## config.mk

```make
export PLATFORM = sky130hd
export DESIGN_NAME = tlb_xlate
export DESIGN_NICKNAME = d
export VERILOG_FILES = /design/src/rtl/tlb_pkg.sv /design/src/rtl/tlb_entry_array.sv /design/src/rtl/tlb_victim.sv /design/src/rtl/tlb_perf_ctr.sv /design/src/rtl/tlb_xlate.sv
export SDC_FILE = /design/constraint.sdc
export NUM_CORES = 1
export LEC_CHECK = 0
export ABC_AREA = 1
export BUFFER_PORTS_ARGS = -buffer_cell sky130_fd_sc_hd__buf_2
export CORE_MARGIN = 2
export CORE_UTILIZATION = 35
export CTS_BUF_LIST = sky130_fd_sc_hd__clkbuf_8
export DETAILED_ROUTE_END_ITERATION = 16
export GPL_TIMING_DRIVEN = 0
export PLACE_DENSITY = 0.55
export RECOVER_POWER = 25
export SYNTH_ARGS = -nofsm -noshare
export SYNTH_HDL_FRONTEND = slang
export SYNTH_SLANG_ARGS = --single-unit
```

## constraint.sdc

```tcl
create_clock -name clk_i -period 1.9 [get_ports clk_i]
set_input_delay 0.095 -clock clk_i [delete_from_list [all_inputs] [get_ports clk_i]]
set_output_delay 0.095 -clock clk_i [all_outputs]
set_load 0.005 [all_outputs]
```

## src/rtl/tlb_pkg.sv

```systemverilog
package tlb_pkg;
  typedef enum logic [1:0] {
    ACC_LOAD  = 2'd0,
    ACC_STORE = 2'd1,
    ACC_FETCH = 2'd2
  } acc_kind_e;

  typedef enum logic [1:0] {
    FLT_NONE   = 2'd0,
    FLT_ABSENT = 2'd1,
    FLT_WPROT  = 2'd2,
    FLT_NOEXEC = 2'd3
  } fault_e;

  typedef enum logic {
    ST_IDLE = 1'b0,
    ST_WAIT = 1'b1
  } tlb_state_e;

  // absent outranks permission faults
  function automatic fault_e fault_of(input logic present, input logic ro,
                                      input logic nx, input logic [1:0] kind);
    if (!present) return FLT_ABSENT;
    if (kind == ACC_STORE && ro) return FLT_WPROT;
    if (kind == ACC_FETCH && nx) return FLT_NOEXEC;
    return FLT_NONE;
  endfunction
endpackage

```

## src/rtl/tlb_entry_array.sv

```systemverilog
module tlb_entry_array #(
  parameter int ENTRIES = 8,
  parameter int TAG_W   = 8,
  parameter int VPN_W   = 20,
  parameter int PFN_W   = 24,
  localparam int IDX_W  = $clog2(ENTRIES)
) (
  input  logic               clk_i,
  input  logic               rst_ni,
  input  logic [TAG_W-1:0]   lk_tag_i,
  input  logic [VPN_W-1:0]   lk_vpn_i,
  output logic               hit_o,
  output logic [PFN_W-1:0]   hit_pfn_o,
  output logic               hit_present_o,
  output logic               hit_ro_o,
  output logic               hit_nx_o,
  output logic [ENTRIES-1:0] valid_o,
  input  logic               wr_en_i,
  input  logic [IDX_W-1:0]   wr_idx_i,
  input  logic [TAG_W-1:0]   wr_tag_i,
  input  logic [VPN_W-1:0]   wr_vpn_i,
  input  logic [PFN_W-1:0]   wr_pfn_i,
  input  logic               wr_present_i,
  input  logic               wr_ro_i,
  input  logic               wr_nx_i,
  input  logic               flush_all_i,
  input  logic               flush_tag_en_i,
  input  logic [TAG_W-1:0]   flush_tag_i
);
  logic [ENTRIES-1:0]            match;
  logic [ENTRIES-1:0][PFN_W-1:0] pfn_v;
  logic [ENTRIES-1:0]            pres_v, ro_v, nx_v;

  for (genvar i = 0; i < ENTRIES; i++) begin : g_ent
    logic             vld_q;
    logic [TAG_W-1:0] tag_q;
    logic [VPN_W-1:0] vpn_q;
    logic [PFN_W-1:0] pfn_q;
    logic             pres_q, ro_q, nx_q;
    logic             kill, load;

    assign kill = flush_all_i || (flush_tag_en_i && tag_q == flush_tag_i);
    assign load = wr_en_i && wr_idx_i == IDX_W'(i);

    always_ff @(posedge clk_i or negedge rst_ni) begin
      if (!rst_ni) begin
        vld_q  <= 1'b0;
        tag_q  <= '0;
        vpn_q  <= '0;
        pfn_q  <= '0;
        pres_q <= 1'b0;
        ro_q   <= 1'b0;
        nx_q   <= 1'b0;
      end else begin
        if (kill) vld_q <= 1'b0;
        if (load) begin
          vld_q  <= 1'b1;
          tag_q  <= wr_tag_i;
          vpn_q  <= wr_vpn_i;
          pfn_q  <= wr_pfn_i;
          pres_q <= wr_present_i;
          ro_q   <= wr_ro_i;
          nx_q   <= wr_nx_i;
        end
      end
    end

    assign match[i]  = vld_q && tag_q == lk_tag_i && vpn_q == lk_vpn_i;
    assign valid_o[i] = vld_q;
    assign pfn_v[i]  = pfn_q;
    assign pres_v[i] = pres_q;
    assign ro_v[i]   = ro_q;
    assign nx_v[i]   = nx_q;

    assert_tag_flush_R6: assert property (@(posedge clk_i) disable iff (!rst_ni)
      (flush_tag_en_i && tag_q == flush_tag_i && !load) |=> !vld_q);
  end

  // one-hot match: AND-OR readout
  always_comb begin
    hit_pfn_o     = '0;
    hit_present_o = 1'b0;
    hit_ro_o      = 1'b0;
    hit_nx_o      = 1'b0;
    for (int i = 0; i < ENTRIES; i++) begin
      if (match[i]) begin
        hit_pfn_o     = hit_pfn_o | pfn_v[i];
        hit_present_o = hit_present_o | pres_v[i];
        hit_ro_o      = hit_ro_o | ro_v[i];
        hit_nx_o      = hit_nx_o | nx_v[i];
      end
    end
  end

  assign hit_o = |match;

  assert_single_match_R4: assert property (@(posedge clk_i) disable iff (!rst_ni)
    $onehot0(match));

  assert_flush_all_R5: assert property (@(posedge clk_i) disable iff (!rst_ni)
    (flush_all_i && !wr_en_i) |=> valid_o == '0);
endmodule

```

## src/rtl/tlb_victim.sv

```systemverilog
module tlb_victim #(
  parameter int ENTRIES = 8,
  localparam int IDX_W  = $clog2(ENTRIES)
) (
  input  logic               clk_i,
  input  logic               rst_ni,
  input  logic [ENTRIES-1:0] valid_i,
  input  logic               alloc_i,
  input  logic               restart_i,
  output logic [IDX_W-1:0]   victim_o
);
  logic [IDX_W-1:0] ptr_q;
  logic [IDX_W-1:0] free_idx;
  logic             full;

  assign full = &valid_i;

  always_comb begin
    free_idx = '0;
    for (int i = ENTRIES - 1; i >= 0; i--) begin
      if (!valid_i[i]) free_idx = IDX_W'(i);
    end
  end

  assign victim_o = full ? ptr_q : free_idx;

  always_ff @(posedge clk_i or negedge rst_ni) begin
    if (!rst_ni) ptr_q <= '0;
    else if (restart_i) ptr_q <= '0;
    else if (alloc_i && full)
      ptr_q <= (ptr_q == IDX_W'(ENTRIES - 1)) ? '0 : ptr_q + 1'b1;
  end

  assert_invalid_first_R10: assert property (@(posedge clk_i) disable iff (!rst_ni)
    (alloc_i && !full) |-> !valid_i[victim_o]);

  assert_rr_hold_R11: assert property (@(posedge clk_i) disable iff (!rst_ni)
    (!alloc_i && !restart_i) |=> $stable(ptr_q));
endmodule

```

## src/rtl/tlb_perf_ctr.sv

```systemverilog
module tlb_perf_ctr #(
  parameter int CNT_W = 16
) (
  input  logic             clk_i,
  input  logic             rst_ni,
  input  logic             hit_inc_i,
  input  logic             miss_inc_i,
  output logic [CNT_W-1:0] hit_cnt_o,
  output logic [CNT_W-1:0] miss_cnt_o
);
  always_ff @(posedge clk_i or negedge rst_ni) begin
    if (!rst_ni) begin
      hit_cnt_o  <= '0;
      miss_cnt_o <= '0;
    end else begin
      if (hit_inc_i)  hit_cnt_o  <= hit_cnt_o + 1'b1;
      if (miss_inc_i) miss_cnt_o <= miss_cnt_o + 1'b1;
    end
  end

  assert_count_hold_R12: assert property (@(posedge clk_i) disable iff (!rst_ni)
    (!hit_inc_i && !miss_inc_i) |=> ($stable(hit_cnt_o) && $stable(miss_cnt_o)));
endmodule

```

## src/rtl/tlb_xlate.sv

```systemverilog
module tlb_xlate
  import tlb_pkg::*;
#(
  parameter int ENTRIES = 8,
  parameter int TAG_W   = 8,
  parameter int VPN_W   = 20,
  parameter int PFN_W   = 24,
  parameter int CNT_W   = 16
) (
  input  logic             clk_i,
  input  logic             rst_ni,
  input  logic             req_valid_i,
  input  logic [TAG_W-1:0] req_tag_i,
  input  logic [VPN_W-1:0] req_vpn_i,
  input  logic [1:0]       req_kind_i,
  output logic             busy_o,
  output logic             rsp_valid_o,
  output logic [PFN_W-1:0] rsp_pfn_o,
  output logic             rsp_fault_o,
  output logic [1:0]       rsp_cause_o,
  output logic             refill_req_o,
  output logic [TAG_W-1:0] refill_tag_o,
  output logic [VPN_W-1:0] refill_vpn_o,
  input  logic             refill_valid_i,
  input  logic [PFN_W-1:0] refill_pfn_i,
  input  logic             refill_present_i,
  input  logic             refill_ro_i,
  input  logic             refill_nx_i,
  input  logic             flush_all_i,
  input  logic             flush_tag_en_i,
  input  logic [TAG_W-1:0] flush_tag_i,
  output logic [CNT_W-1:0] hit_count_o,
  output logic [CNT_W-1:0] miss_count_o
);
  localparam int IDX_W = $clog2(ENTRIES);

  tlb_state_e       state_q;
  logic [TAG_W-1:0] pend_tag_q;
  logic [VPN_W-1:0] pend_vpn_q;
  logic [1:0]       pend_kind_q;
  logic             rsp_valid_q;
  logic [PFN_W-1:0] rsp_pfn_q;
  fault_e           rsp_cause_q;

  logic               hit;
  logic [PFN_W-1:0]   hit_pfn;
  logic               hit_present, hit_ro, hit_nx;
  logic [ENTRIES-1:0] valid;
  logic [IDX_W-1:0]   victim;
  logic               accept, acc_hit, acc_miss, install;
  fault_e             hit_cause, fill_cause;

  assign accept   = state_q == ST_IDLE && req_valid_i;
  assign acc_hit  = accept && hit;
  assign acc_miss = accept && !hit;
  assign install  = state_q == ST_WAIT && refill_valid_i;

  tlb_entry_array #(
    .ENTRIES(ENTRIES), .TAG_W(TAG_W), .VPN_W(VPN_W), .PFN_W(PFN_W)
  ) u_array (
    .clk_i         (clk_i),
    .rst_ni        (rst_ni),
    .lk_tag_i      (req_tag_i),
    .lk_vpn_i      (req_vpn_i),
    .hit_o         (hit),
    .hit_pfn_o     (hit_pfn),
    .hit_present_o (hit_present),
    .hit_ro_o      (hit_ro),
    .hit_nx_o      (hit_nx),
    .valid_o       (valid),
    .wr_en_i       (install),
    .wr_idx_i      (victim),
    .wr_tag_i      (pend_tag_q),
    .wr_vpn_i      (pend_vpn_q),
    .wr_pfn_i      (refill_pfn_i),
    .wr_present_i  (refill_present_i),
    .wr_ro_i       (refill_ro_i),
    .wr_nx_i       (refill_nx_i),
    .flush_all_i   (flush_all_i),
    .flush_tag_en_i(flush_tag_en_i),
    .flush_tag_i   (flush_tag_i)
  );

  tlb_victim #(.ENTRIES(ENTRIES)) u_victim (
    .clk_i    (clk_i),
    .rst_ni   (rst_ni),
    .valid_i  (valid),
    .alloc_i  (install),
    .restart_i(flush_all_i),
    .victim_o (victim)
  );

  tlb_perf_ctr #(.CNT_W(CNT_W)) u_ctr (
    .clk_i     (clk_i),
    .rst_ni    (rst_ni),
    .hit_inc_i (acc_hit),
    .miss_inc_i(acc_miss),
    .hit_cnt_o (hit_count_o),
    .miss_cnt_o(miss_count_o)
  );

  assign hit_cause  = fault_of(hit_present, hit_ro, hit_nx, req_kind_i);
  assign fill_cause = fault_of(refill_present_i, refill_ro_i, refill_nx_i, pend_kind_q);

  always_ff @(posedge clk_i or negedge rst_ni) begin
    if (!rst_ni) begin
      state_q     <= ST_IDLE;
      pend_tag_q  <= '0;
      pend_vpn_q  <= '0;
      pend_kind_q <= '0;
      rsp_valid_q <= 1'b0;
      rsp_pfn_q   <= '0;
      rsp_cause_q <= FLT_NONE;
    end else begin
      rsp_valid_q <= acc_hit || install;
      if (acc_hit) begin
        rsp_cause_q <= hit_cause;
        rsp_pfn_q   <= (hit_cause == FLT_NONE) ? hit_pfn : '0;
      end else if (install) begin
        rsp_cause_q <= fill_cause;
        rsp_pfn_q   <= (fill_cause == FLT_NONE) ? refill_pfn_i : '0;
      end
      if (acc_miss) begin
        state_q     <= ST_WAIT;
        pend_tag_q  <= req_tag_i;
        pend_vpn_q  <= req_vpn_i;
        pend_kind_q <= req_kind_i;
      end else if (install) begin
        state_q <= ST_IDLE;
      end
    end
  end

  assign busy_o       = state_q == ST_WAIT;
  assign refill_req_o = state_q == ST_WAIT;
  assign refill_tag_o = pend_tag_q;
  assign refill_vpn_o = pend_vpn_q;
  assign rsp_valid_o  = rsp_valid_q;
  assign rsp_pfn_o    = rsp_pfn_q;
  assign rsp_cause_o  = rsp_cause_q;
  assign rsp_fault_o  = rsp_cause_q != FLT_NONE;

  assert_hit_latency_R1: assert property (@(posedge clk_i) disable iff (!rst_ni)
    (accept && hit) |=> (rsp_valid_o && !busy_o));

  assert_miss_stall_R2: assert property (@(posedge clk_i) disable iff (!rst_ni)
    (busy_o && !refill_valid_i) |=>
      (busy_o && !rsp_valid_o && $stable(refill_tag_o) && $stable(refill_vpn_o)));

  assert_refill_rsp_R3: assert property (@(posedge clk_i) disable iff (!rst_ni)
    (busy_o && refill_valid_i) |=> (rsp_valid_o && !busy_o));

  assert_fault_no_pfn_R9: assert property (@(posedge clk_i) disable iff (!rst_ni)
    (rsp_valid_o && rsp_fault_o) |-> rsp_pfn_o == '0);
endmodule

```

==> results of run 1 <==
-- flip-flops by register name, summed over array words and instances, names as in the netlist --
| register | flops |
|---|---|
| u_array.g_ent.pfn_q | 192 |
| u_array.g_ent.vpn_q | 160 |
| u_array.g_ent.tag_q | 64 |
| rsp_pfn_o | 24 |
| refill_vpn_o | 20 |
| u_ctr.hit_cnt_o | 16 |
| u_ctr.miss_cnt_o | 16 |
| refill_tag_o | 8 |
| u_array.g_ent.nx_q | 8 |
| u_array.g_ent.pres_q | 8 |
| u_array.g_ent.ro_q | 8 |
| u_array.g_ent.vld_q | 8 |
| u_victim.ptr_q | 3 |
| pend_kind_q | 2 |
| rsp_cause_o | 2 |
| busy_o | 1 |
| rsp_valid_o | 1 |
-- critical path, delay by kind of cell, from the launching register on --
family          cells  cell delay, ps
simple gates       10            1110
flops               1             450
buf+inv             3             420
xor+xnor            1             300
compound gates      2             160
-- how the worst max path moves through the flow --
stage / to / from / slack [ps]
final: rsp_pfn_o[1]$_DFFE_PN0P_ / u_array.g_ent[3].tag_q[6]$_DFFE_PN0P_ / -710
after floorplan: u_ctr.miss_cnt_o[11]$_DFFE_PN0P_ / u_array.g_ent[3].vpn_q[18]$_DFFE_PN0P_ / -60
after global routing: rsp_pfn_o[1]$_DFFE_PN0P_ / u_array.g_ent[7].tag_q[6]$_DFFE_PN0P_ / -880
after detailed placement: u_array.g_ent[4].pres_q$_DFFE_PN0P_ / u_array.g_ent[1].vld_q$_DFFE_PN0P_ / -1620
after global placement: refill_tag_o[1]$_DFFE_PN0P_ / rst_ni / -11250
after CTS: rsp_pfn_o[8]$_DFFE_PN0P_ / u_array.g_ent[3].vpn_q[13]$_DFFE_PN0P_ / -690
-- kinds of logic after synthesis --
logic type | after synthesis | synth area share, %
AND/OR/NAND/NOR | 2057 | 29.5
AO/OA/AOI/OAI | 654 | 12.2
buffers and inverters | 574 | 8.11
flip-flops | 541 | 47.5
XOR/XNOR | 80 | 2.46
adder cells (fa/ha/maj) | 4 | 0.176
-- Yosys cell counts (2+ instances only) --
cell type | count | share of area, %
buf_2 | 41 | 0.72
buf_4 | 13 | 0.34
nor3b_1 | 4 | 0.11
o21ai_1 | 6 | 0.11
nand2_1 | 1472 | 19
nor2_4 | 9 | 0.36
nand2_2 | 29 | 0.64
o211ai_1 | 2 | 0.053
or2_2 | 6 | 0.13
a21oi_2 | 19 | 0.58
inv_2 | 25 | 0.33
a221oi_1 | 5 | 0.15
nand3_1 | 78 | 1.4
nor2_2 | 4 | 0.088
ha_1 | 4 | 0.18
xor2_1 | 27 | 0.83
a21oi_1 | 13 | 0.23
nand2_4 | 2 | 0.079
inv_1 | 371 | 4.9
clkinv_1 | 3 | 0.040
a2111oi_0 | 7 | 0.22
xnor2_1 | 53 | 1.6
buf_8 | 2 | 0.11
dfrtp_1 | 541 | 48
nand3b_1 | 12 | 0.32
nor2_1 | 310 | 4.1
nand4_1 | 113 | 2.5
o22ai_1 | 25 | 0.55
clkbuf_1 | 113 | 1.5
o21ai_0 | 564 | 9.9
buf_6 | 4 | 0.16
nor3_1 | 13 | 0.23
o2111ai_1 | 4 | 0.12
-- layer usage --
metal | track usage, % | routed length, um
met1 | 40.8 | 54500
met2 | 50.6 | 62300
met3 | 6.29 | 11300
met4 | 16.8 | 9310
met5 | 0 | 0
-- report_power, final --
part | leakage (nW) | internal (W) | switching [W]
clock | 1.15 | 0.00634 | 0.00557
sequential | 7.16 | 0.0134 | 0.00186
combinational | 10.1 | 0.00286 | 0.00494
total | 18.4 | 0.0226 | 0.0124
-- timing repair --
action	in CTS	in global routing
gates cloned	15	19
setup endpoints to repair	540	622
hold buffers	67	0
gates resized for setup	448	621
hold endpoints to repair	744	0
pin swaps	41	76
buffers inserted	70	49
-- per-stage QoR --
stage          std cells  setup slack (ps)  hold WS (ps)  total power [W]  area [um2]
2_1_floorplan       3910             -56.4          -201           0.0183       28500
3_3_place_gp        5108            -11250           302           0.0214       30500
3_5_place_dp        5113             -1620          97.4           0.0216       30700
4_1_cts             5436              -687          45.6           0.0341       35800
5_1_grt             5499              -876          97.1           0.0365       37900
6_report            5502              -707          70.5           0.0349       37900
-- cell type report --
class / instances / area (um2) / share of cell area [%]
multi-input combinational: 2795 / 14000 / 37.0
sequential: 541 / 13600 / 35.8
timing repair buffer: 360 / 3490 / 9.20
buffer: 169 / 1900 / 5.00
clock buffer: 128 / 1760 / 4.64
inverter: 400 / 1520 / 4.01
tap: 1060 / 1330 / 3.50
clock inverter: 44 / 305 / 0.805
antenna: 5 / 12.5 / 0.0330
-- cell usage in the layout (no fill, tap or decap), drive strengths merged, types with 2 or more instances in the layout --
cell type and instances:
xor2 27, bufinv 2, o21ai 570, nor3b 4
nand3 78, a221oi 5, clkbuf 261, buf 329
a21oi 33, nor2 324, a2111oi 7, nand4 113
nand2 1504, o22ai 25, clkinv 17, o2111ai 4
o211ai 2, nand3b 12, or2 6, diode 5
nor3 14, dlygate4sd3 67, xnor2 53, dfrtp 541
inv 421, clkinvlp 4, ha 4
==> results by group, run 1 <==
Outcome
  – Status: finished with violations
  – Failing checks: design-rule violations, negative setup slack

Route
  – Vias/cell: 5.35
  – Final ANT Viol Nets: 0
  – WL/cell: 25.0 um
  – Drt pass-1 iters: 11
  – DRC: 2
  – Wirelength, routed: 137,000 um
  – Initial drt markers: 2,813
  – Via count: 29,400

Critical path
  – Slowest cell on the critical path: dfrtp_2
  – CP startpoint kind: flip-flop
  – R2R Path Start: u_array.g_ent[3].tag_q[6]$_DFFE_PN0P_
  – Most used cell, CP: nand2_1
  – Critical path type: reg -> reg
  – CP Max Fanout: 7
  – Critical-path cell list: xnor2_4 -> nand3_1 -> nor2_2 -> nand2_2 -> nor2_4 -> buf_6 -> nand2_1 -> nand2_1 -> nor2_1 -> nand2_1 -> nand2_4 -> buf_4 -> o21ai_1 -> inv_1 -> nand2_1 -> a21oi_1
  – Critical Path Sink Type: flip-flop
  – R2R depth: 16
  – FF-to-FF End: rsp_pfn_o[1]$_DFFE_PN0P_
  – Critical Path AT: 3220 ps
  – Flop-to-flop setup slack: -710 ps
  – Max incr delay on CP: 450 ps
  – WP data required: 2510 ps

Placed design
  – DPL Wire Length: 95,300 um
  – Gp weighted congestion: 0.978
  – I/O Buffers: 138

Synth
  – Syn_area_per_cell: 7.28 um2
  – #FFs+latches synth: 541
  – Distinct cells, synth: 49
  – Synth Warn #: 0
  – Mapped Cells: 3,910
  – Post-synth ARST share: 100%
  – Post-synth EDFFs: 0
  – Synthesized Nets: 3,985
  – Mapped cell area: 0.0285 mm2
  – Register area share after synthesis: 47.5%
  – Main synth FF type: dfrtp_1

Layout
  – Fillers: 8,147
  – Layout area overhead: 33.2%
  – Layout Utilization: 47.1%
  – Final #Nets: 4,440
  – Share of post-route cells with drive strength above 1: 23.3%

Hold path
  – Hold path depth: 3
  – Worst Hold Path EP: busy_o$_DFFE_PN0P_
  – Worst hold path type: in -> reg
  – Min-delay src: refill_valid_i

Clock network
  – Root Driver: clkbuf_8
  – TritonCTS clock tree: built
  – CTS buffer count: 98
  – Clock transition at path regs: 70 ps
  – Clock Sinks: 541
  – H-tree Lvls: 3
  – Clock Latency Late Sink: 780 ps
  – Clock Path Buffers: 3

STA
  – Min setup slack post-route: -707 ps
  – Worst slew pin tran: 1100 ps
  – Final Hold Viols: 0
  – Tcrit/Tclk final: 137%
  – Clk_skew: 80.8 ps
  – Slew margin rel.: 27.0%
  – Final Max Slew Viols: 0
  – Setup tns final: -221,210 ps
  – Max Clk Rate: 384 MHz
  – RSZ-0062 raised after global routing: true
  – Final setup vio count: 622
  – Crit path time final: 2610 ps

Die
  – Core area: 0.0805 mm2
  – Die W: 289 um
  – FP Rows: 104
  – Die Y: 289 um
  – Initial Utilization: 35.4%
  – I/O pin cnt: 161
  – Die area: 0.0837 mm2

Run
  – MaxCap Viol Count: 0

Power and ir drop
  – VDD IR max: 0.611 mV
  – PwrDens: 921 mW/mm2
  – Pleak: 18.4 nW

Global route
  – Largest net degree at the start of global routing: 117
  – Tot GR Track Use: 31.8%
  – Total grt overflow: 0
  – Initial antenna violation count: 7
  – Vias in the first global route: 28,000
  – First-pass GRT wire length: 191,000 um
(Power assumes the default switching activity.)
==> run 2, diff against run 1 <==
--- a/config.mk
+++ b/config.mk
@@ -14,6 +14,8 @@
 export GPL_TIMING_DRIVEN = 0
 export PLACE_DENSITY = 0.55
 export RECOVER_POWER = 25
+export SKIP_LAST_GASP = 1
 export SYNTH_ARGS = -nofsm -noshare
 export SYNTH_HDL_FRONTEND = slang
 export SYNTH_SLANG_ARGS = --single-unit
+export TNS_END_PERCENT = 50
==> run 2 against run 1 <==
Net effect:
- the run ends with negative hold slack, negative setup slack left
- clock skew shrank 29 ps
- via count grew 1.1%
- core utilization grew 0.64 points
- combinational power shrank 0.5%
==> results by group, run 2 (synthesis results as in run 1) <==
Die
  – FP Rows: 104 (unchanged)
  – Die area: 0.0837 mm2 (unchanged)
  – Die Y: 289 um (unchanged)
  – Core area: 0.0805 mm2 (unchanged)
  – Die W: 289 um (unchanged)
  – I/O pin cnt: 161 (unchanged)
  – Initial Utilization: 35.4% (unchanged)

STA
  – Final setup vio count: 558 (-10%)
  – Setup tns final: -210,200 ps (+11,010 ps)
  – Min setup slack post-route: -716 ps (-9.44 ps)
  – Worst slew pin tran: 1380 ps (+289 ps)
  – Final Max Slew Viols: 0 (unchanged)
  – Final Hold Viols: 74 (+74)
  – Max Clk Rate: 382 MHz (-0.36%)
  – Crit path time final: 2620 ps (+9.44 ps)
  – Slew margin rel.: 7.69% (-19 points)
  – Clk_skew: 51.4 ps (-29.4 ps)
  – Hold_ws: -689 ps (-759 ps)
  – Tcrit/Tclk final: 138% (+0.50 points)
  – RSZ-0062 raised after global routing: true

Layout
  – Final #Nets: 4,464 (+0.54%)
  – Commonest cells after routing, fill and taps aside: 1,295 x nand2_1, 506 x dfrtp_1, 382 x inv_1, 363 x o21ai_0, 281 x nor2_1
  – Fillers: 8,069 (-0.96%)
  – Layout area overhead: 35.0%
  – Register name with the most flops: u_array.g_ent.pfn_q
  – Top Registers: u_array.g_ent.pfn_q x192, u_array.g_ent.vpn_q x160, u_array.g_ent.tag_q x64
  – Most common cell after layout, fill and taps aside: nand2_1
  – Largest register FFs: 192 (unchanged)
  – Share of post-route cells with drive strength above 1: 24.3% (+1.0 points)

Critical path
  – Slowest cell on the critical path: dfrtp_2
  – Critical-path cell list: inv_1 -> nand2_1 -> nand2_1 -> nor2_1 -> nand2_1 -> nor2_2 -> nand2_1 -> nor2_4 -> buf_4 -> buf_12 -> buf_4 -> nand2_1 -> nand4_1 -> o21ai_0 -> inv_1 -> nand2_1 -> a21oi_1
  – Critical Path AT: 3270 ps (+50 ps)
  – Critical Path Sink Type: flip-flop
  – WP data required: 2550 ps (+40 ps)
  – CP Max Fanout: 10 (+3)
  – Max incr delay on CP: 420 ps (-30 ps)
  – Critical path type: reg -> reg
  – Most used cell, CP: nand2_1
  – CP startpoint kind: flip-flop
  – Delay-heaviest family, CP: simple AND/OR/NAND/NOR gates
  – CP bufs+invs: 5 (+2)

Global route
  – First-pass GRT wire length: 191,000 um (about the same)
  – Largest net degree at the start of global routing: 110 (-6.0%)
  – Total grt overflow: 0 (unchanged)
  – Initial antenna violation count: 8 (+1)
  – Vias in the first global route: 28,300 (+0.88%)
  – Tot GR Track Use: 31.6% (-0.14 points)

Route
  – DRC: 0 (-2)
  – Drt pass-1 iters: 5 (-6)
  – Initial drt markers: 3,267 (+16%)
  – Via count: 29,700 (+1.1%)
  – Final ANT Viol Nets: 0 (unchanged)
  – Vias/cell: 5.38 (+0.67%)
  – Wirelength, routed: 138,000 um (about the same)
  – WL/cell: 24.9 um (-0.31%)

Clock network
  – Clock transition at path regs: 60 ps (about the same)
  – CTS buffer count: 100 (+2.0%)
  – TritonCTS clock tree: built
  – Root Driver: clkbuf_8
  – H-tree Lvls: 3 (unchanged)
  – Clock Latency Late Sink: 760 ps (-20 ps)
  – Clock Path Buffers: 3 (unchanged)
  – Clock Sinks: 541 (unchanged)

Outcome
  – Failing checks: negative hold slack, negative setup slack
  – Status: finished with violations

Placed design
  – I/O Buffers: 138 (unchanged)
  – Gp weighted congestion: 1.00 (+2.3%)
  – Worst slack at placement: -1720 ps (-104 ps)
  – DPL Wire Length: 93,900 um (-1.5%)

Hold path
  – Worst hold path type: in -> async

Power and ir drop
  – VDD IR max: 0.479 mV (-22%)
  – PwrDens: 897 mW/mm2 (-2.6%)
  – Pleak: 18.7 nW (+1.6%)

Run
  – MaxCap Viol Count: 0 (unchanged)
==> run 2: cell count changes in the layout (fill, tap and decap cells not counted), sizes merged <==
| cell | change |
|---|---|
| bufinv | +1 |
| buf | +43 |
| clkinv | -3 |
| inv | +9 |
| diode | -2 |
| clkinvlp | -2 |
| dlygate4sd3 | +1 |
| clkbuf | -25 |
==> run 2: power breakdown <==
group          switching (W)  leakage, nW  internal [W]
Clock                0.00542         1.17       0.00631
Combinational        0.00495         10.3       0.00281
Sequential           0.00164         7.18        0.0134
==> run 2: per-stage QoR <==
step | instance area (um2) | total power (W) | instances | util, %
3_3_place_gp | 30500 | 0.0213 | 5108 | 37.9
2_1_floorplan | 28500 | 0.0183 | 3910 | -
4_1_cts | 35500 | 0.0337 | 5433 | 44.1
6_report | 38400 | 0.0345 | 5524 | 47.7
5_1_grt | 38400 | 0.0361 | 5523 | 47.7
3_5_place_dp | 30700 | 0.0214 | 5113 | 38.1
==> run 2: final timing paths <==
check	from	slack [ps]	cells after the start	end
worst max-delay path	u_array.g_ent[6].tag_q[1]$_DFFE_PN0P_	-720	17	rsp_pfn_o[1]$_DFFE_PN0P_
worst min register to register	u_array.g_ent[4].pfn_q[5]$_DFFE_PN0P_	480	2	u_array.g_ent[4].pfn_q[5]$_DFFE_PN0P_
min in group clk_i	req_valid_i	80	7	u_ctr.miss_cnt_o[1]$_DFFE_PN0P_
worst max register to register	u_array.g_ent[6].tag_q[1]$_DFFE_PN0P_	-720	17	rsp_pfn_o[1]$_DFFE_PN0P_
max in group asynchronous	rst_ni	-230	3	u_array.g_ent[5].vpn_q[13]$_DFFE_PN0P_
worst min-delay path	rst_ni	-690	1	refill_vpn_o[3]$_DFFE_PN0P_
==> run 2: timing repair <==
action                                  in CTS  in global routing
cloned                                      16                 26
setup buffers                               67                 61
pin swaps                                   31                 67
hold buffers                                64                  6
resized for setup                          321                861
endpoints found under the setup margin     541                541
endpoints found under the hold margin      543                 99
==> run 2: area by class of cell <==
cell class / count / area, um2 / area share (%)
Antenna cell: 3 / 7.51 / 0.0195
Buffer: 170 / 1890 / 4.92
Clock buffer: 125 / 1720 / 4.47
Clock inverter: 49 / 319 / 0.830
Inverter: 400 / 1520 / 3.96
Multi-Input combinational cell: 2795 / 14200 / 36.9
Sequential cell: 541 / 13600 / 35.3
Tap cell: 1060 / 1330 / 3.45
Timing Repair Buffer: 381 / 3880 / 10.1
==> run 2: metal layers <==
layer	share of wire (%)	GRT usage (%)	up-vias	wire length (um)
li1	-	-	13400	-
met1	40	41.1	14600	54900
met2	46	51.2	1387	63800
met3	8.0	5.18	363	11000
met4	5.7	15.4	2	7820
met5	0.0087	0	-	12
